**config.mk**
```make
export PLATFORM = sky130hd
export DESIGN_NAME = sobel_edge_stream
export DESIGN_NICKNAME = d
export VERILOG_FILES = /design/src/rtl/sobel_pkg.sv /design/src/rtl/sobel_window.sv /design/src/rtl/sobel_grad.sv /design/src/rtl/sobel_combine.sv /design/src/rtl/sobel_edge_stream.sv
export SDC_FILE = /design/constraint.sdc
export NUM_CORES = 1
export LEC_CHECK = 0
export BUFFER_PORTS_ARGS = -buffer_cell sky130_fd_sc_hd__buf_2
export CAP_MARGIN = 25
export CORE_MARGIN = 2
export CORE_UTILIZATION = 45
export DETAILED_ROUTE_END_ITERATION = 8
export GPL_TIMING_DRIVEN = 0
export REMOVE_ABC_BUFFERS = 1
export SKIP_CTS_REPAIR_TIMING = 1
export SLEW_MARGIN = 20
export SYNTH_ARGS = -nofsm -noshare
export SYNTH_HDL_FRONTEND = slang
export SYNTH_SLANG_ARGS = --single-unit
```
**constraint.sdc**
```tcl
create_clock -name clk -period 6.64 [get_ports clk]
set_input_delay 0.664 -clock clk [delete_from_list [all_inputs] [get_ports clk]]
set_output_delay 0.664 -clock clk [all_outputs]
set_load 0.03 [all_outputs]
```
**src/rtl/sobel_pkg.sv**
```systemverilog
package sobel_pkg;
  localparam int PIX_W  = 8;
  localparam int GRAD_W = 11;
  localparam int MAG_W  = 11;
  localparam int GRAD_MAX = 4 * ((1 << PIX_W) - 1);
  localparam int MAG_MAX  = 2 * GRAD_MAX;

  typedef logic [PIX_W-1:0]         pix_t;
  typedef logic signed [GRAD_W-1:0] grad_t;
  typedef logic [MAG_W-1:0]         mag_t;
  // window[col][row]: col 0 is the left column, row 0 is the top row
  typedef pix_t [2:0][2:0]          win_t;

  typedef struct packed {
    logic valid;
    logic sof;
    logic eol;
    logic border;
  } tag_t;

  function automatic grad_t widen(input pix_t p);
    return grad_t'({{(GRAD_W-PIX_W){1'b0}}, p});
  endfunction

  // weights 1,2,1 over three samples
  function automatic grad_t tri_sum(input pix_t a, input pix_t b, input pix_t c);
    return widen(a) + (widen(b) <<< 1) + widen(c);
  endfunction

  function automatic grad_t grad_h(input win_t w);
    return tri_sum(w[2][0], w[2][1], w[2][2]) - tri_sum(w[0][0], w[0][1], w[0][2]);
  endfunction

  function automatic grad_t grad_v(input win_t w);
    return tri_sum(w[0][0], w[1][0], w[2][0]) - tri_sum(w[0][2], w[1][2], w[2][2]);
  endfunction

  function automatic mag_t abs_sum(input grad_t a, input grad_t b);
    mag_t ua;
    mag_t ub;
    ua = a[GRAD_W-1] ? mag_t'(-a) : mag_t'(a);
    ub = b[GRAD_W-1] ? mag_t'(-b) : mag_t'(b);
    return ua + ub;
  endfunction
endpackage

```
**src/rtl/sobel_window.sv**
```systemverilog
module sobel_window
  import sobel_pkg::*;
#(
  parameter int IMG_W = 64
) (
  input  logic clk,
  input  logic rst_n,
  input  logic en,
  input  pix_t pix_in,
  output win_t win
);
  localparam int N_LINES = 2;

  pix_t line_in [N_LINES];
  pix_t tap     [N_LINES];

  assign line_in[0] = pix_in;
  assign line_in[1] = tap[0];

  // one delay line per stored row; the oldest entry is the pixel one line up
  for (genvar g = 0; g < N_LINES; g++) begin : g_line
    pix_t dly [IMG_W];
    always_ff @(posedge clk or negedge rst_n) begin
      if (!rst_n) begin
        for (int i = 0; i < IMG_W; i++) dly[i] <= '0;
      end else if (en) begin
        dly[0] <= line_in[g];
        for (int i = 1; i < IMG_W; i++) dly[i] <= dly[i-1];
      end
    end
    assign tap[g] = dly[IMG_W-1];
  end

  always_ff @(posedge clk or negedge rst_n) begin
    if (!rst_n) begin
      win <= '0;
    end else if (en) begin
      win[2][0] <= tap[1];
      win[2][1] <= tap[0];
      win[2][2] <= pix_in;
      win[1]    <= win[2];
      win[0]    <= win[1];
    end
  end
endmodule

```
**src/rtl/sobel_grad.sv**
```systemverilog
module sobel_grad
  import sobel_pkg::*;
#(
  parameter bit VERTICAL = 1'b0
) (
  input  logic  clk,
  input  logic  rst_n,
  input  win_t  win,
  output grad_t g_q
);
  if (VERTICAL) begin : g_vert
    always_ff @(posedge clk or negedge rst_n) begin
      if (!rst_n) g_q <= '0;
      else        g_q <= grad_v(win);
    end
    AST_NO_OVERFLOW: assert property (@(posedge clk) disable iff (!rst_n)
      ($signed(g_q) <= GRAD_MAX) && ($signed(g_q) >= -GRAD_MAX));
  end else begin : g_horz
    always_ff @(posedge clk or negedge rst_n) begin
      if (!rst_n) g_q <= '0;
      else        g_q <= grad_h(win);
    end
    AST_NO_OVERFLOW: assert property (@(posedge clk) disable iff (!rst_n)
      ($signed(g_q) <= GRAD_MAX) && ($signed(g_q) >= -GRAD_MAX));
  end
endmodule

```
**src/rtl/sobel_combine.sv**
```systemverilog
module sobel_combine
  import sobel_pkg::*;
(
  input  logic  clk,
  input  logic  rst_n,
  input  grad_t gh,
  input  grad_t gv,
  input  tag_t  tag_in,
  input  mag_t  thresh,
  output logic  edge_q,
  output tag_t  tag_out
);
  mag_t mag_q;
  mag_t thr_q;
  tag_t tag_mid;
  logic thr_load;

  // the frame's threshold is taken when its first pixel reaches this stage
  assign thr_load = tag_in.valid && tag_in.sof;

  always_ff @(posedge clk or negedge rst_n) begin
    if (!rst_n) begin
      mag_q   <= '0;
      thr_q   <= '0;
      tag_mid <= '0;
    end else begin
      mag_q   <= abs_sum(gh, gv);
      tag_mid <= tag_in;
      if (thr_load) thr_q <= thresh;
    end
  end

  always_ff @(posedge clk or negedge rst_n) begin
    if (!rst_n) begin
      edge_q  <= 1'b0;
      tag_out <= '0;
    end else begin
      edge_q  <= tag_mid.valid && !tag_mid.border && (mag_q > thr_q);
      tag_out <= tag_mid;
    end
  end

  AST_MAG_RANGE: assert property (@(posedge clk) disable iff (!rst_n)
    tag_mid.valid |-> (int'(mag_q) <= MAG_MAX));
  AST_THR_HOLD: assert property (@(posedge clk) disable iff (!rst_n)
    (thr_q != $past(thr_q)) |-> $past(thr_load));
endmodule

```
**src/rtl/sobel_edge_stream.sv**
```systemverilog
module sobel_edge_stream
  import sobel_pkg::*;
#(
  parameter int IMG_W = 64
) (
  input  logic        clk,
  input  logic        rst_n,
  input  logic        in_valid,
  input  logic [7:0]  in_pix,
  input  logic        in_sof,
  input  logic        in_eol,
  input  logic [10:0] thresh,
  output logic        out_valid,
  output logic        out_edge,
  output logic        out_sof,
  output logic        out_eol
);
  localparam logic [1:0] SAT = 2'd2;

  logic [1:0] row_q, col_q;
  logic [1:0] cur_row, cur_col;
  logic       border_now;
  tag_t       tag1, tag2, tag_end;
  win_t       win;
  grad_t      gh, gv;
  logic       edge_bit;

  // row and column of the arriving pixel, saturated at 2 (only "below 2" matters)
  assign cur_row    = in_sof ? 2'd0 : row_q;
  assign cur_col    = in_sof ? 2'd0 : col_q;
  assign border_now = (cur_row < SAT) || (cur_col < SAT);

  always_ff @(posedge clk or negedge rst_n) begin
    if (!rst_n) begin
      row_q <= '0;
      col_q <= '0;
    end else if (in_valid) begin
      if (in_eol) begin
        col_q <= '0;
        row_q <= (cur_row >= SAT) ? SAT : cur_row + 2'd1;
      end else begin
        col_q <= (cur_col >= SAT) ? SAT : cur_col + 2'd1;
        row_q <= cur_row;
      end
    end
  end

  always_ff @(posedge clk or negedge rst_n) begin
    if (!rst_n) begin
      tag1 <= '0;
      tag2 <= '0;
    end else begin
      tag1 <= '{valid: in_valid, sof: in_valid && in_sof,
                eol: in_valid && in_eol, border: border_now};
      tag2 <= tag1;
    end
  end

  sobel_window #(.IMG_W(IMG_W)) u_win (
    .clk(clk), .rst_n(rst_n), .en(in_valid), .pix_in(in_pix), .win(win)
  );

  sobel_grad #(.VERTICAL(1'b0)) u_gh (
    .clk(clk), .rst_n(rst_n), .win(win), .g_q(gh)
  );

  sobel_grad #(.VERTICAL(1'b1)) u_gv (
    .clk(clk), .rst_n(rst_n), .win(win), .g_q(gv)
  );

  sobel_combine u_cmb (
    .clk(clk), .rst_n(rst_n), .gh(gh), .gv(gv), .tag_in(tag2),
    .thresh(thresh), .edge_q(edge_bit), .tag_out(tag_end)
  );

  assign out_valid = tag_end.valid;
  assign out_sof   = tag_end.sof;
  assign out_eol   = tag_end.eol;
  assign out_edge  = edge_bit;

  AST_EDGE_NEEDS_VALID: assert property (@(posedge clk) disable iff (!rst_n)
    out_edge |-> out_valid);
  AST_SOF_NO_EDGE: assert property (@(posedge clk) disable iff (!rst_n)
    (out_valid && out_sof) |-> !out_edge);
endmodule

```
# == After elaboration in Yosys (flattened, before gate mapping) ==
# Cells that the tools add are included.
# word_totals
regBits,1112
input_bits,24
# classes
add_sub_neg,15
magnitude_cmp,5
mux,8
reduce_logical,7
# op_table
op,count
8-bit by 9-bit adder with 10-bit output,4
10-bit by 8-bit adder with 11-bit output,2
11-bit by 9-bit adder with 11-bit output,2
11-bit 2-to-1 mux,2
11-bit negation,2
11-bit subtractor,2
2-bit 2-to-1 mux,6
11-bit adder,1
11-bit > comparator,1
1-bit logical AND,5
"2-bit by 1-bit adder with 2-bit output, second input constant",2
"2-bit greater-or-equal comparator, second input constant",2
"2-bit < comparator, second input constant",2
1-bit logical NOT,1
1-bit logical OR,1

# == Depth between registers and ports, before layout ==
# Gate-level depths: netlist (run 1).
# depth
depth_word,4
ltp_mapped,16

# == Modules after synthesis ==
# From an unflattened synthesis (run 1), not the netlist that was laid out.
# hier_totals
hier_cells,2807
hier_area_um2,45212.1
# by_module_without_submodules
module,instances,cells_each,area_per_inst_um2,seq_area_each_um2
sobel_window,1,2261,39529.2,26225.2
sobel_combine,1,201,2049.5,775.7
sobel_grad (u_gh),1,159,1617.8,275.3
sobel_grad (u_gv),1,159,1612.8,275.3
sobel_edge_stream,1,27,402.9,300.3

# == Worst setup path before layout (run 1) ==
# Ideal clock, no wire load.
# synth_timing
path_kind,reg2reg
from,register u_win.win[1] (netlist name)
to,register u_gh.g_q[7]
setup_ns,0.080
t_arrival_ns,3.687
path_slack_ns,2.873
path_stages_with_launch,15
path_buffers,0
period_less_slack_ns,3.767
path_cell_list,dfrtp_1 ha_1 fa_1 a21o_1 a21oi_1 xnor2_1 fa_1 inv_1 fa_1 inv_1 ha_1 and2_1 a311o_1 a21oi_2 xnor2_1
# synth_via
elab_chain_cells,3
# synth_rtl
element,line,text
8-bit by 9-bit adder with 10-bit output,sobel_pkg.sv:27,return widen(a) + (widen(b) <<< 1) + widen(c);
10-bit by 8-bit adder with 11-bit output,sobel_pkg.sv:27,
11-bit subtractor,sobel_pkg.sv:31,"return tri_sum(w[2][0], w[2][1], w[2][2]) - tri_sum(w[0][0], w[0][1], w[0][2]);"
end signal: assignment,sobel_grad.sv:21,else g_q <= grad_h(win);
end: declaration,sobel_grad.sv:9,output grad_t g_q
# Every way passes these cells.
# A chain may end at the register's enable or synchronous reset.

==> results of run 1 <==
-- registers in the layout, indices dropped and copies added, names as in the netlist, 3 cells and up --
| name | cells |
|---|---|
| tag1 | 4 |
| tag2 | 4 |
| u_cmb.mag_q | 11 |
| u_cmb.tag_mid | 4 |
| u_cmb.tag_out | 3 |
| u_cmb.thr_q | 11 |
| u_gh.g_q | 10 |
| u_gv.g_q | 11 |
| u_win.g_line.dly | 1016 |
| u_win.win | 32 |
-- cell usage after synthesis, types with 4 or more instances --
| cell | count |
|---|---|
| sky130_fd_sc_hd__a211oi_1 | 6 |
| sky130_fd_sc_hd__a21o_1 | 13 |
| sky130_fd_sc_hd__a21oi_1 | 34 |
| sky130_fd_sc_hd__a31oi_1 | 8 |
| sky130_fd_sc_hd__and2_1 | 4 |
| sky130_fd_sc_hd__buf_2 | 99 |
| sky130_fd_sc_hd__buf_4 | 10 |
| sky130_fd_sc_hd__clkbuf_1 | 13 |
| sky130_fd_sc_hd__dfrtp_1 | 1111 |
| sky130_fd_sc_hd__fa_1 | 37 |
| sky130_fd_sc_hd__ha_1 | 79 |
| sky130_fd_sc_hd__inv_1 | 99 |
| sky130_fd_sc_hd__mux2_1 | 20 |
| sky130_fd_sc_hd__mux2_2 | 1022 |
| sky130_fd_sc_hd__nand2_1 | 42 |
| sky130_fd_sc_hd__nand2b_1 | 5 |
| sky130_fd_sc_hd__nand3_1 | 18 |
| sky130_fd_sc_hd__nand3b_1 | 4 |
| sky130_fd_sc_hd__nor2_1 | 30 |
| sky130_fd_sc_hd__nor2b_1 | 6 |
| sky130_fd_sc_hd__nor3_1 | 13 |
| sky130_fd_sc_hd__o21a_1 | 6 |
| sky130_fd_sc_hd__o21ai_0 | 37 |
| sky130_fd_sc_hd__o21ai_1 | 5 |
| sky130_fd_sc_hd__o21bai_1 | 7 |
| sky130_fd_sc_hd__o31ai_1 | 5 |
| sky130_fd_sc_hd__xnor2_1 | 50 |
| sky130_fd_sc_hd__xor2_1 | 20 |
-- through the flow --
step           cells  worst slack, ns  hold slack (ns)  power [W]
2_1_floorplan   2714             2.87            0.331     0.0101
3_3_place_gp    4028           -17.66            0.333     0.0111
3_5_place_dp    4043             2.37            0.336     0.0111
4_1_cts         4255             2.36           -0.222     0.0177
5_1_grt         4256             2.13            0.148     0.0184
6_report        4256             2.38            0.202     0.0174
-- logic make-up (layout without fill, tap and decap cells) --
logic type | after synthesis | count (layout) | share of synthesized area
buf+inv | 221 | 354 | 0.0223
fa+ha+maj | 116 | 116 | 0.0389
flops | 1111 | 1111 | 0.625
mux | 1042 | 1042 | 0.264
simple gates | 139 | 139 | 0.0157
compound gates | 137 | 137 | 0.0199
xor+xnor | 70 | 70 | 0.0138
-- metal layers --
metal / vias up / GRT usage / routed length [µm]
met1: 11000 / 0.181 / 30500
li1: 9972 / - / -
met5: - / 0 / 0
met2: 194 / 0.206 / 29500
met4: 0 / 0.0457 / 1380
met3: 105 / 0.0259 / 2040
-- worst max-delay path by stage --
stage / end / slack (ns) / from / cells after the start
CTS: u_gh.g_q[10]$_DFF_PN0_ / 2.36 / u_win.win[49]$_DFFE_PN0P_ / 16
global route: u_gh.g_q[10]$_DFF_PN0_ / 2.13 / u_win.win[49]$_DFFE_PN0P_ / 16
finish: u_gv.g_q[9]$_DFF_PN0_ / 2.38 / u_win.g_line[0].dly[489]$_DFFE_PN0P_ / 16
global placement: u_win.g_line[1].dly[239]$_DFFE_PN0P_ / -17.66 / rst_n / 1
floorplan: u_gh.g_q[7]$_DFF_PN0_ / 2.87 / u_win.win[1]$_DFFE_PN0P_ / 14
detailed placement: u_gh.g_q[10]$_DFF_PN0_ / 2.37 / u_win.win[49]$_DFFE_PN0P_ / 16
-- final cells by class --
type | instances | share of cell area
flip-flops and latches | 1111 | 0.557
multi-input cells | 1504 | 0.314
clock buffers | 162 | 0.0660
well taps | 1287 | 0.0323
clock inverters | 50 | 0.0120
repair buffers | 43 | 0.0118
inverters | 99 | 0.00744
-- cells in the final DEF, fill, tap and decap left out, types with 7 or more instances in the layout --
cell / synthesis / final
sky130_fd_sc_hd__xor2_1: 20 / 20
sky130_fd_sc_hd__nor2_1: 30 / 30
sky130_fd_sc_hd__a21oi_1: 34 / 34
sky130_fd_sc_hd__bufinv_16: 0 / 11
sky130_fd_sc_hd__a31oi_1: 8 / 8
sky130_fd_sc_hd__nor3_1: 13 / 13
sky130_fd_sc_hd__clkbuf_8: 0 / 26
sky130_fd_sc_hd__inv_1: 99 / 99
sky130_fd_sc_hd__o21ai_0: 37 / 37
sky130_fd_sc_hd__xnor2_1: 50 / 50
sky130_fd_sc_hd__buf_2: 99 / 25
sky130_fd_sc_hd__clkbuf_1: 13 / 22
sky130_fd_sc_hd__mux2_2: 1022 / 1022
sky130_fd_sc_hd__buf_16: 0 / 15
sky130_fd_sc_hd__dfrtp_1: 1111 / 1111
sky130_fd_sc_hd__ha_1: 79 / 79
sky130_fd_sc_hd__nand2_1: 42 / 42
sky130_fd_sc_hd__a21o_1: 13 / 13
sky130_fd_sc_hd__clkbuf_16: 0 / 114
sky130_fd_sc_hd__o21bai_1: 7 / 7
sky130_fd_sc_hd__mux2_1: 20 / 20
sky130_fd_sc_hd__nand3_1: 18 / 18
sky130_fd_sc_hd__clkinv_2: 0 / 25
sky130_fd_sc_hd__fa_1: 37 / 37
-- power by group through the flow --
stage	registers, W	clock network [W]	logic [W]
4_1_cts	0.00794	0.00671	0.00302
3_5_place_dp	0.00806	0	0.00300
3_3_place_gp	0.00804	0	0.00310
5_1_grt	0.00803	0.00703	0.00334
6_report	0.00793	0.00647	0.00298
2_1_floorplan	0.00792	0	0.00218
==> flow_summary.rst, run 1 <==
.. list-table::
   :header-rows: 1

   * - Metric
     - Value
   * - Relative area change from synthesis to final layout
     - 12.3%
   * - Clock root buffer
     - sky130_fd_sc_hd__clkbuf_16
   * - Number of antenna violations at the first check in global routing
     - 0
   * - Power Density
     - 348 nW/µm²
   * - Share of power burned in registers
     - 0.456
   * - Number of buffer and inverter instances along the worst setup path
     - 2
   * - Finished Core Util
     - 0.509
   * - Cell-by-cell trace of the critical path
     - ha_1 > fa_1 > a21o_1 > a21oi_1 > o21bai_1 > a21oi_1 > xor2_1 > fa_1 > inv_1 > fa_1 > inv_1 > ha_1 > a21oi_1 > o21ai_0 > o21bai_1 > xor2_1
   * - Endpoint arrival time on the critical path
     - 4.84 ns
   * - Fin. max-slew vios
     - 0
   * - Logic gate share of total power
     - 0.172
   * - P_sw
     - 0.00453 W
   * - Height of the die
     - 318 µm
   * - Die X-Extent
     - 318 µm
   * - Worst Tran Pin Value
     - 0.826 ns
   * - Bufs on Longest Clock Path
     - 3
   * - Hold Path Sink
     - u_cmb.thr_q[2]$_DFFE_PN0P_
   * - FFs w/ async S/R, synth
     - 1.00
   * - CTS Buf Count
     - 112
   * - Maximum fanout along the worst path
     - 4
   * - Top post-synthesis cells by area
     - sky130_fd_sc_hd__dfrtp_1 63%, sky130_fd_sc_hd__mux2_2 26%, sky130_fd_sc_hd__ha_1 2.2%
   * - Die footprint
     - 101000 µm²
   * - TritonCTS clock tree
     - done
   * - Cells on worst reg2reg path
     - 16
   * - Remaining global-route overflow
     - 0
   * - Flop and latch count out of synthesis
     - 1111
   * - Largest net degree at the start of global routing
     - 158
   * - First-pass iteration count of the detailed router
     - 4
   * - Part of the cycle the worst path needs
     - 0.641
   * - Ys flop type
     - sky130_fd_sc_hd__dfrtp_1
   * - Fin Clk Skew
     - 0.0440 ns
   * - Setup repair after global routing missed its margin
     - false
   * - Final net count
     - 3011
   * - Top cell type's share of synthesized area
     - 0.625
   * - Number of synthesized flops with an enable pin
     - 0
   * - Crit Path Class
     - reg -> reg
   * - Internal Pwr Total
     - 0.0129 W
   * - CP Data Required Time
     - 7.22 ns
   * - Footprint of the flip-flops and latches
     - 27800 µm²
   * - Count of final setup violators
     - 0
   * - Post-Place Cell Area
     - 46000 µm²
   * - Number of DRC markers after the initial detailed-route iteration
     - 1022
   * - Switching Share
     - 0.261
   * - Multi-input gate area
     - 15700 µm²
   * - Total global-route track usage
     - 0.131
   * - CTS H-tree depth
     - 3
   * - HPWL reported at the end of detailed placement
     - 39.1 mm
   * - Number of global-route vias before repair
     - 22900
   * - Clock Pin Slew Worst Setup and Hold Paths
     - 0.06 ns
   * - Synthesis warning total
     - 0
   * - Post-synthesis cell type with the largest combined area
     - sky130_fd_sc_hd__dfrtp_1
   * - Mean Syn Cell Area
     - 15.7 µm²
   * - Vias
     - 21200
   * - Sequential-to-total area share from yosys stat
     - 0.625
   * - Critical path startpoint category
     - flop
   * - Cell area after synthesis
     - 44500 µm²
   * - Endpoint of the most critical register-to-register path
     - u_gv.g_q[9]$_DFF_PN0_
   * - Type of destination of the critical path
     - flop
   * - Wire length of the first global-routing pass
     - 113 mm
   * - Core Box Area
     - 98100 µm²
   * - Maximum Capacitance Violations
     - 0
   * - Initial Util
     - 0.453
   * - Upper clock frequency limit
     - 235 MHz
   * - Run status
     - complete, no violations
   * - Worst ir drop on vdd
     - 0.000219 V
   * - Final standard cell area without fillers
     - 49900 µm²
   * - Number of distinct standard cells referenced by the synthesized netlist
     - 50
   * - Static leakage
     - 25.1 nW
   * - Cell depth of the worst min-delay path
     - 2
   * - Hold/Removal Path Class
     - in -> reg
   * - Layout cell share with drive strength beyond 1
     - 0.426
   * - Routed wire length
     - 63.5 mm
   * - Clock network latency to the later pin of the worst-skew pair
     - 0.70 ns
   * - Placer's final routability congestion estimate
     - 0.762
   * - Number of top-level pins
     - 28
   * - Largest stage delay on the critical path
     - 0.50 ns
   * - Via density per instance
     - 4.99
   * - Final number of hold-violating endpoints
     - 0
   * - Normalized max-slew margin
     - 0.449
   * - Cell count after synthesis
     - 2836
   * - Critical R2R Launch
     - u_win.g_line[0].dly[489]$_DFFE_PN0P_
   * - Proportion of power drawn by the clock network
     - 0.372
   * - Average wire length per cell after detail routing
     - 14.9 µm
   * - Slowest cell on crit path
     - sky130_fd_sc_hd__fa_1
   * - Category of cells accounting for the largest share of critical-path delay
     - adder cells
   * - Remaining antenna violation count
     - 0
   * - Worst min-delay path startpoint
     - thresh[2]
   * - Number of rows created at floorplan
     - 115
   * - Worst R2R Setup Slack
     - 2.38 ns
   * - Setup TNS Final
     - 0 ns
   * - Drc violations
     - 0
   * - Fill cell instance count of the final layout
     - 8195
   * - Fin crit period
     - 4.26 ns
   * - Input/output buffers
     - 27
   * - Antenna Diode Count
     - 0
   * - Total number of clock tree sinks
     - 1111
Power figures use the tool's default switching activity.
==> run 2: changes to the inputs <==
- clock period: 6.64 -> 3.6 ns (I/O delays scaled with it)
==> flow_summary.rst, run 2 (synthesis results as in run 1) <==
.. list-table::
   :header-rows: 1

   * - Metric
     - Value
   * - Non-filler cells in the finished layout
     - 4297 (+0.96%)
   * - Drc violations
     - 0 (unchanged)
   * - Bufs on Longest Clock Path
     - 3 (unchanged)
   * - Hold/Removal Path Class
     - in -> reg
   * - Antenna Diode Count
     - 0 (unchanged)
   * - Setup repair after global routing missed its margin
     - true
   * - TritonCTS clock tree
     - done
   * - Static leakage
     - 25.3 nW (+0.94%)
   * - Part of the cycle the worst path needs
     - 1.07 (+0.428)
   * - Die footprint
     - 101000 µm² (unchanged)
   * - Maximum fanout along the worst path
     - 5 (+1)
   * - Total number of clock tree sinks
     - 1111 (unchanged)
   * - HPWL reported at the end of detailed placement
     - 39.1 mm (unchanged)
   * - Final net count
     - 3052 (+1.4%)
   * - Fin. max-slew vios
     - 0 (unchanged)
   * - Largest stage delay on the critical path
     - 0.46 ns (-0.04 ns)
   * - Clock network latency to the later pin of the worst-skew pair
     - 0.70 ns (about the same)
   * - Initial Util
     - 0.453 (unchanged)
   * - Post-Place Cells
     - 4043 (unchanged)
   * - Number of antenna violations at the first check in global routing
     - 0 (unchanged)
   * - Routed wire length
     - 64.3 mm (+1.3%)
   * - Core Box Area
     - 98100 µm² (unchanged)
   * - Worst Tran Pin Value
     - 0.816 ns (-0.00972 ns)
   * - Setup TNS Final
     - -1.42 ns (-1.42 ns)
   * - Remaining antenna violation count
     - 0 (unchanged)
   * - Proportion of power drawn by the clock network
     - 0.366 (-0.006)
   * - Failing checks
     - negative setup slack
   * - Worst setup slack after placement
     - -0.671 ns (-3.04 ns)
   * - Largest net degree at the start of global routing
     - 158 (unchanged)
   * - Via density per instance
     - 4.99 (about the same)
   * - Endpoint arrival time on the critical path
     - 4.43 ns (-0.41 ns)
   * - Relative area change from synthesis to final layout
     - 14.2%
   * - Endpoint of the most critical register-to-register path
     - u_gh.g_q[10]$_DFF_PN0_
   * - Die X-Extent
     - 318 µm (unchanged)
   * - Clock root buffer
     - sky130_fd_sc_hd__clkbuf_16
   * - Switching Share
     - 0.263 (+0.00268)
   * - Number of DRC markers after the initial detailed-route iteration
     - 1009 (-1.3%)
   * - Total global-route track usage
     - 0.131 (unchanged)
   * - Wire length of the first global-routing pass
     - 113 mm (unchanged)
   * - CTS H-tree depth
     - 3 (unchanged)
   * - Run status
     - complete, but fails checks
   * - Layout cell share with drive strength beyond 1
     - 0.451 (+0.0254)
   * - Fin crit period
     - 3.85 ns (-0.407 ns)
   * - Number of rows created at floorplan
     - 115 (unchanged)
   * - Crit Path Class
     - reg -> reg
   * - Worst R2R Setup Slack
     - -0.25 ns (-2.63 ns)
   * - Number of global-route vias before repair
     - 22900 (unchanged)
   * - Timing startpoint of the critical path
     - u_win.win[49]$_DFFE_PN0P_
   * - Remaining global-route overflow
     - 0 (unchanged)
   * - Type of destination of the critical path
     - flop
   * - Cells on worst reg2reg path
     - 15 (-1)
   * - Logic gate share of total power
     - 0.186 (+0.014)
   * - Placer's final routability congestion estimate
     - 0.762 (unchanged)
   * - Height of the die
     - 318 µm (unchanged)
   * - Count of final setup violators
     - 9 (+9)
   * - Leading cell type in the layout, fill and taps excluded
     - sky130_fd_sc_hd__dfrtp_1
   * - Worst min-delay path startpoint
     - in_valid
   * - Clock Pin Slew Worst Setup and Hold Paths
     - 0.06 ns (about the same)
   * - Cell-by-cell trace of the critical path
     - ha_4 > fa_2 > a21o_1 > a21oi_4 > o21bai_1 > a21oi_1 > xor2_1 > fa_1 > inv_1 > fa_2 > ha_4 > nand3_1 > a31oi_1 > o21ai_2 > xnor2_1
   * - Slowest cell on crit path
     - sky130_fd_sc_hd__fa_2
   * - Vias
     - 21500 (+1.0%)
   * - Worst Setup Slack, final
     - -0.249 ns (-2.63 ns)
   * - Critical R2R Launch
     - u_win.win[49]$_DFFE_PN0P_
   * - Normalized max-slew margin
     - 0.456 (+0.00648)
   * - Highest-count cells in the layout ignoring fill and taps
     - 1102 x sky130_fd_sc_hd__dfrtp_1, 1022 x sky130_fd_sc_hd__mux2_2, 114 x sky130_fd_sc_hd__clkbuf_16, 95 x sky130_fd_sc_hd__inv_1, 61 x sky130_fd_sc_hd__ha_1
   * - Worst ir drop on vdd
     - 0.000404 V (+84%)
   * - Average wire length per cell after detail routing
     - 15.0 µm (+0.35%)
   * - Input/output buffers
     - 27 (unchanged)
   * - Maximum Capacitance Violations
     - 0 (unchanged)
   * - First-pass iteration count of the detailed router
     - 4 (unchanged)
   * - Critical path startpoint category
     - flop
   * - CP Data Required Time
     - 4.18 ns (-3.04 ns)
   * - Final number of hold-violating endpoints
     - 0 (unchanged)
   * - End point of the critical path
     - u_gh.g_q[10]$_DFF_PN0_
   * - Internal Pwr Total
     - 0.0240 W (+87%)
   * - Most flops, register
     - u_win.g_line.dly
   * - Number of top-level pins
     - 28 (unchanged)
   * - Power Density
     - 643 nW/µm² (+85%)
   * - Upper clock frequency limit
     - 260 MHz (+11%)
   * - Max FFs per register
     - 1016 (unchanged)
   * - Fin Clk Skew
     - 0.0430 ns (-0.00103 ns)
   * - CTS Buf Count
     - 112 (unchanged)
   * - P_sw
     - 0.00859 W (+90%)
   * - Share of power burned in registers
     - 0.448 (-0.008)
   * - Leading registers by flop count
     - u_win.g_line.dly x1016, u_win.win x32
run 2: changes by cell type in the layout (fill, tap and decap cells not counted), moves of 5 or more:
cell	delta
sky130_fd_sc_hd__dlygate4sd3_1	+21
sky130_fd_sc_hd__buf_4	+19
sky130_fd_sc_hd__ha_1	-18
sky130_fd_sc_hd__ha_4	+15
sky130_fd_sc_hd__a21oi_1	-9
sky130_fd_sc_hd__dfrtp_1	-9
sky130_fd_sc_hd__dfrtp_2	+9
sky130_fd_sc_hd__xnor2_1	-8
sky130_fd_sc_hd__xnor2_2	+7
sky130_fd_sc_hd__a21oi_4	+6
sky130_fd_sc_hd__fa_1	-5
sky130_fd_sc_hd__fa_2	+5
run 2: metal layers:
metal  wire length (µm)  track usage  vias to the layer above
met5                  0            0                        -
met4               1390       0.0457                        0
met3               2120       0.0259                      104
met2              30100        0.206                      203
met1              30700        0.181                    11100
li1                   -            -                    10100
run 2: metrics by stage:
step / total power (W) / util / area [µm²] / hold slack (ns)
6_report: 0.0326 / 0.517 / 50800 / 0.0549
5_1_grt: 0.0345 / 0.517 / 50800 / 0.0265
4_1_cts: 0.0326 / 0.509 / 49900 / -0.526
3_5_place_dp: 0.0204 / 0.469 / 46000 / 0.233
3_3_place_gp: 0.0205 / 0.464 / 45600 / 0.333
2_1_floorplan: 0.0186 / - / 43800 / 0.0644
run 2: area by class of cell:
type	instances	area [µm²]
tap	1287	1610
multi-input combinational	1504	16100
clock inverter	50	599
sequential	1111	27800
inverter	99	372
fill	8153	47400
clock buffer	162	3290
timing repair buffer	84	952
run 2: worst min-delay path by stage:
stage	to	slack, ns	cells after the start
floorplan	col_q[0]$_DFFE_PN0P_	0.06	0
global placement	tag2[3]$_DFF_PN0_	0.33	0
detailed placement	u_win.g_line[1].dly[184]$_DFFE_PN0P_	0.23	1
CTS	u_win.g_line[1].dly[184]$_DFFE_PN0P_	-0.53	1
global route	tag1[3]$_DFF_PN0_	0.03	1
finish	tag1[3]$_DFF_PN0_	0.05	1
run 2: power by group through the flow:
stage          clock network, W  registers (W)  logic, W
6_report                 0.0119         0.0146   0.00607
5_1_grt                  0.0130         0.0148   0.00674
4_1_cts                  0.0124         0.0146   0.00556
3_5_place_dp                  0         0.0149   0.00553
3_3_place_gp                  0         0.0148   0.00571
2_1_floorplan                 0         0.0146   0.00402
run 2: critical path: cells and delay by family, from the launching register on:
kind            cells  cell delay, ns
flops               1            0.44
compound gates      6            0.92
buf+inv             1            0.08
fa+ha+maj           5            1.83
simple gates        1            0.10
xor+xnor            2            0.35
==> run 3: changes to the inputs <==
- CORE_UTILIZATION: 45 -> 40
==> flow_summary.rst, run 3 (synthesis results as in run 1) <==
.. list-table::
   :header-rows: 1

   * - Metric
     - Value
   * - Critical path startpoint category
     - flop
   * - Part of the cycle the worst path needs
     - 1.08 (+0.0140)
   * - Initial Util
     - 0.402 (-0.0508)
   * - Leading registers by flop count
     - u_win.g_line.dly x1016, u_win.win x32
   * - Footprint of the flip-flops and latches
     - 27800 µm² (about the same)
   * - Wire length of the first global-routing pass
     - 112 mm (-0.74%)
   * - TritonCTS clock tree
     - done
   * - Smallest hold slack
     - -0.00623 ns (-0.0612 ns)
   * - Power Density
     - 634 nW/µm² (-1.4%)
   * - Slowest cell on crit path
     - sky130_fd_sc_hd__fa_1
   * - Cells on worst reg2reg path
     - 16 (+1)
   * - Fill cell instance count of the final layout
     - 9614 (+18%)
   * - Number of rows created at floorplan
     - 122 (+6.1%)
   * - Run status
     - complete, but fails checks
   * - Hold/Removal Path Class
     - in -> reg
   * - Worst Setup Slack, final
     - -0.299 ns (-0.0505 ns)
   * - Routed wire length
     - 63.5 mm (-1.3%)
   * - Height of the die
     - 337 µm (+6.0%)
   * - Bufs on Longest Clock Path
     - 3 (unchanged)
   * - Final net count
     - 3051 (-0.033%)
   * - Failing checks
     - negative hold slack, negative setup slack
   * - Post-Place Cells
     - 4245 (+5.0%)
   * - Max FFs per register
     - 1016 (unchanged)
   * - Core Box Area
     - 111000 µm² (+13%)
   * - Endpoint of the most critical register-to-register path
     - u_gh.g_q[7]$_DFF_PN0_
   * - Die footprint
     - 114000 µm² (+12%)
   * - Clock root buffer
     - sky130_fd_sc_hd__clkbuf_16
   * - Multi-input gate area
     - 16200 µm² (+0.50%)
   * - Number of DRC markers after the initial detailed-route iteration
     - 1147 (+14%)
   * - Maximum fanout along the worst path
     - 3 (-2)
   * - Timing startpoint of the critical path
     - u_win.win[49]$_DFFE_PN0P_
   * - Average wire length per cell after detail routing
     - 14.2 µm (-5.4%)
   * - End point of the critical path
     - u_gh.g_q[7]$_DFF_PN0_
   * - Largest net degree at the start of global routing
     - 164 (+3.8%)
   * - Normalized max-slew margin
     - 0.478 (+0.0220)
   * - Cell-by-cell trace of the critical path
     - ha_4 > fa_2 > a21o_1 > a21oi_4 > buf_4 > buf_6 > xnor2_2 > fa_1 > inv_2 > fa_1 > inv_2 > ha_4 > and2_4 > a311o_1 > a21oi_2 > xnor2_1
   * - Clock network latency to the later pin of the worst-skew pair
     - 0.68 ns (-0.02 ns)
   * - Most flops, register
     - u_win.g_line.dly
   * - Largest stage delay on the critical path
     - 0.53 ns (+0.07 ns)
   * - First-pass iteration count of the detailed router
     - 4 (unchanged)
   * - Setup repair after global routing missed its margin
     - true
   * - CTS H-tree depth
     - 3 (unchanged)
   * - Crit Path Class
     - reg -> reg
   * - Static leakage
     - 25.3 nW (-0.29%)
   * - Fin Clk Skew
     - 0.0305 ns (-0.0125 ns)
   * - Antenna Diode Count
     - 0 (unchanged)
   * - HPWL reported at the end of detailed placement
     - 38.3 mm (-2.1%)
   * - Final number of hold-violating endpoints
     - 1 (+1)
   * - Worst setup slack after placement
     - -0.680 ns (-0.00824 ns)
   * - Remaining antenna violation count
     - 0 (unchanged)
   * - Relative area change from synthesis to final layout
     - 14.5%
   * - Leading cell type in the layout, fill and taps excluded
     - sky130_fd_sc_hd__dfrtp_1
   * - CP Data Required Time
     - 4.19 ns (about the same)
   * - Endpoint arrival time on the critical path
     - 4.49 ns (+0.06 ns)
   * - Number of global-route vias before repair
     - 22600 (-1.3%)
   * - Fin. max-slew vios
     - 0 (unchanged)
   * - Remaining global-route overflow
     - 0 (unchanged)
   * - Highest-count cells in the layout ignoring fill and taps
     - 1104 x sky130_fd_sc_hd__dfrtp_1, 1022 x sky130_fd_sc_hd__mux2_2, 115 x sky130_fd_sc_hd__clkbuf_16, 93 x sky130_fd_sc_hd__inv_1, 57 x sky130_fd_sc_hd__ha_1
   * - Number of antenna violations at the first check in global routing
     - 0 (unchanged)
   * - Upper clock frequency limit
     - 256 MHz (-1.3%)
   * - Non-filler cells in the finished layout
     - 4484 (+4.4%)
   * - Via density per instance
     - 4.73 (-5.3%)
   * - Fin crit period
     - 3.90 ns (+0.0505 ns)
   * - Critical R2R Launch
     - u_win.win[49]$_DFFE_PN0P_
   * - Worst Tran Pin Value
     - 0.783 ns (-0.0330 ns)
   * - Input/output buffers
     - 27 (unchanged)
   * - Placer's final routability congestion estimate
     - 0.753 (-1.1%)
   * - Vias
     - 21200 (-1.2%)
   * - Type of destination of the critical path
     - flop
   * - Count of final setup violators
     - 9 (unchanged)
   * - Worst R2R Setup Slack
     - -0.30 ns (-0.05 ns)
   * - Total number of clock tree sinks
     - 1111 (unchanged)
   * - Clock Pin Slew Worst Setup and Hold Paths
     - 0.06 ns (about the same)
   * - Layout cell share with drive strength beyond 1
     - 0.452 (+0.000775)
   * - Maximum Capacitance Violations
     - 0 (unchanged)
   * - Worst ir drop on vdd
     - 0.000452 V (+12%)
   * - CTS Buf Count
     - 113 (+0.89%)
   * - Number of top-level pins
     - 28 (unchanged)
   * - Die X-Extent
     - 337 µm (+6.0%)
   * - Total global-route track usage
     - 0.116 (-0.0148)
   * - Drc violations
     - 0 (unchanged)
==> run 3: cell count changes in the layout (fill, tap and decap cells not counted), moves of 3 or more <==
cell and delta:
sky130_fd_sc_hd__clkbuf_1 +9, sky130_fd_sc_hd__nor2b_2 -3, sky130_fd_sc_hd__dlygate4sd3_1 -7, sky130_fd_sc_hd__ha_1 -4, sky130_fd_sc_hd__bufinv_16 -5, sky130_fd_sc_hd__clkinv_2 -12, sky130_fd_sc_hd__clkinvlp_4 -3
==> run 3: final cells by class <==
cell class | instances | area share
flip-flops and latches | 1111 | 0.546
well taps | 1488 | 0.0366
inverters | 99 | 0.00730
clock buffers | 170 | 0.0653
clock inverters | 30 | 0.00750
multi-input cells | 1504 | 0.318
repair buffers | 82 | 0.0186
==> run 3: worst min-delay path by stage <==
stage,startpoint,to,cells past startpoint
after floorplan,rst_n,col_q[0]$_DFFE_PN0P_,0
after global placement,tag1[3]$_DFF_PN0_,tag2[3]$_DFF_PN0_,0
after detailed placement,rst_n,u_win.g_line[0].dly[113]$_DFFE_PN0P_,1
after CTS,rst_n,u_win.g_line[0].dly[65]$_DFFE_PN0P_,1
after global routing,in_pix[0],u_win.g_line[0].dly[504]$_DFFE_PN0P_,3
final,in_pix[0],u_win.g_line[0].dly[504]$_DFFE_PN0P_,3
==> run 3: metrics by stage <==
step                      instance area, µm²  utilization  TNS, ns  power, W  hold WS [ns]
final                                  50900        0.461    -1.98    0.0323      -0.00623
after global routing                   50900        0.461    -3.20    0.0342       0.00617
after CTS                              50000        0.452    -6.19    0.0320        -0.511
after detailed placement               46300        0.419   -22.20    0.0203         0.239
after global placement                 45800        0.415        -    0.0205         0.332
after floorplan                        43800            -   -0.918    0.0186        0.0644
==> run 3: metal layers <==
metal,vias to the layer above,part of all wire,GRT usage
met1,10800,0.49,0.164
met3,126,0.031,0.0231
li1,10100,-,-
met5,-,0,0
met4,0,0.027,0.0391
met2,185,0.45,0.179
==> run 3: power by group <==
part / total (W) / switching (W) / leakage [nW] / internal (W)
Combinational: 0.00618 / 0.00304 / 8.42 / 0.00315
Sequential: 0.0146 / 0.000730 / 15.0 / 0.0139
Clock: 0.0115 / 0.00468 / 1.81 / 0.00678
Total: 0.0323 / 0.00845 / 25.3 / 0.0238
==> run 3: worst max-delay path, delay by kind of cell, from the launching register on <==
| family | cells | cell delay (ns) |
|---|---|---|
| compound gates | 4 | 0.86 |
| xor+xnor | 2 | 0.21 |
| fa+ha+maj | 5 | 1.85 |
| buf+inv | 4 | 0.30 |
| flops | 1 | 0.44 |
| simple gates | 1 | 0.15 |
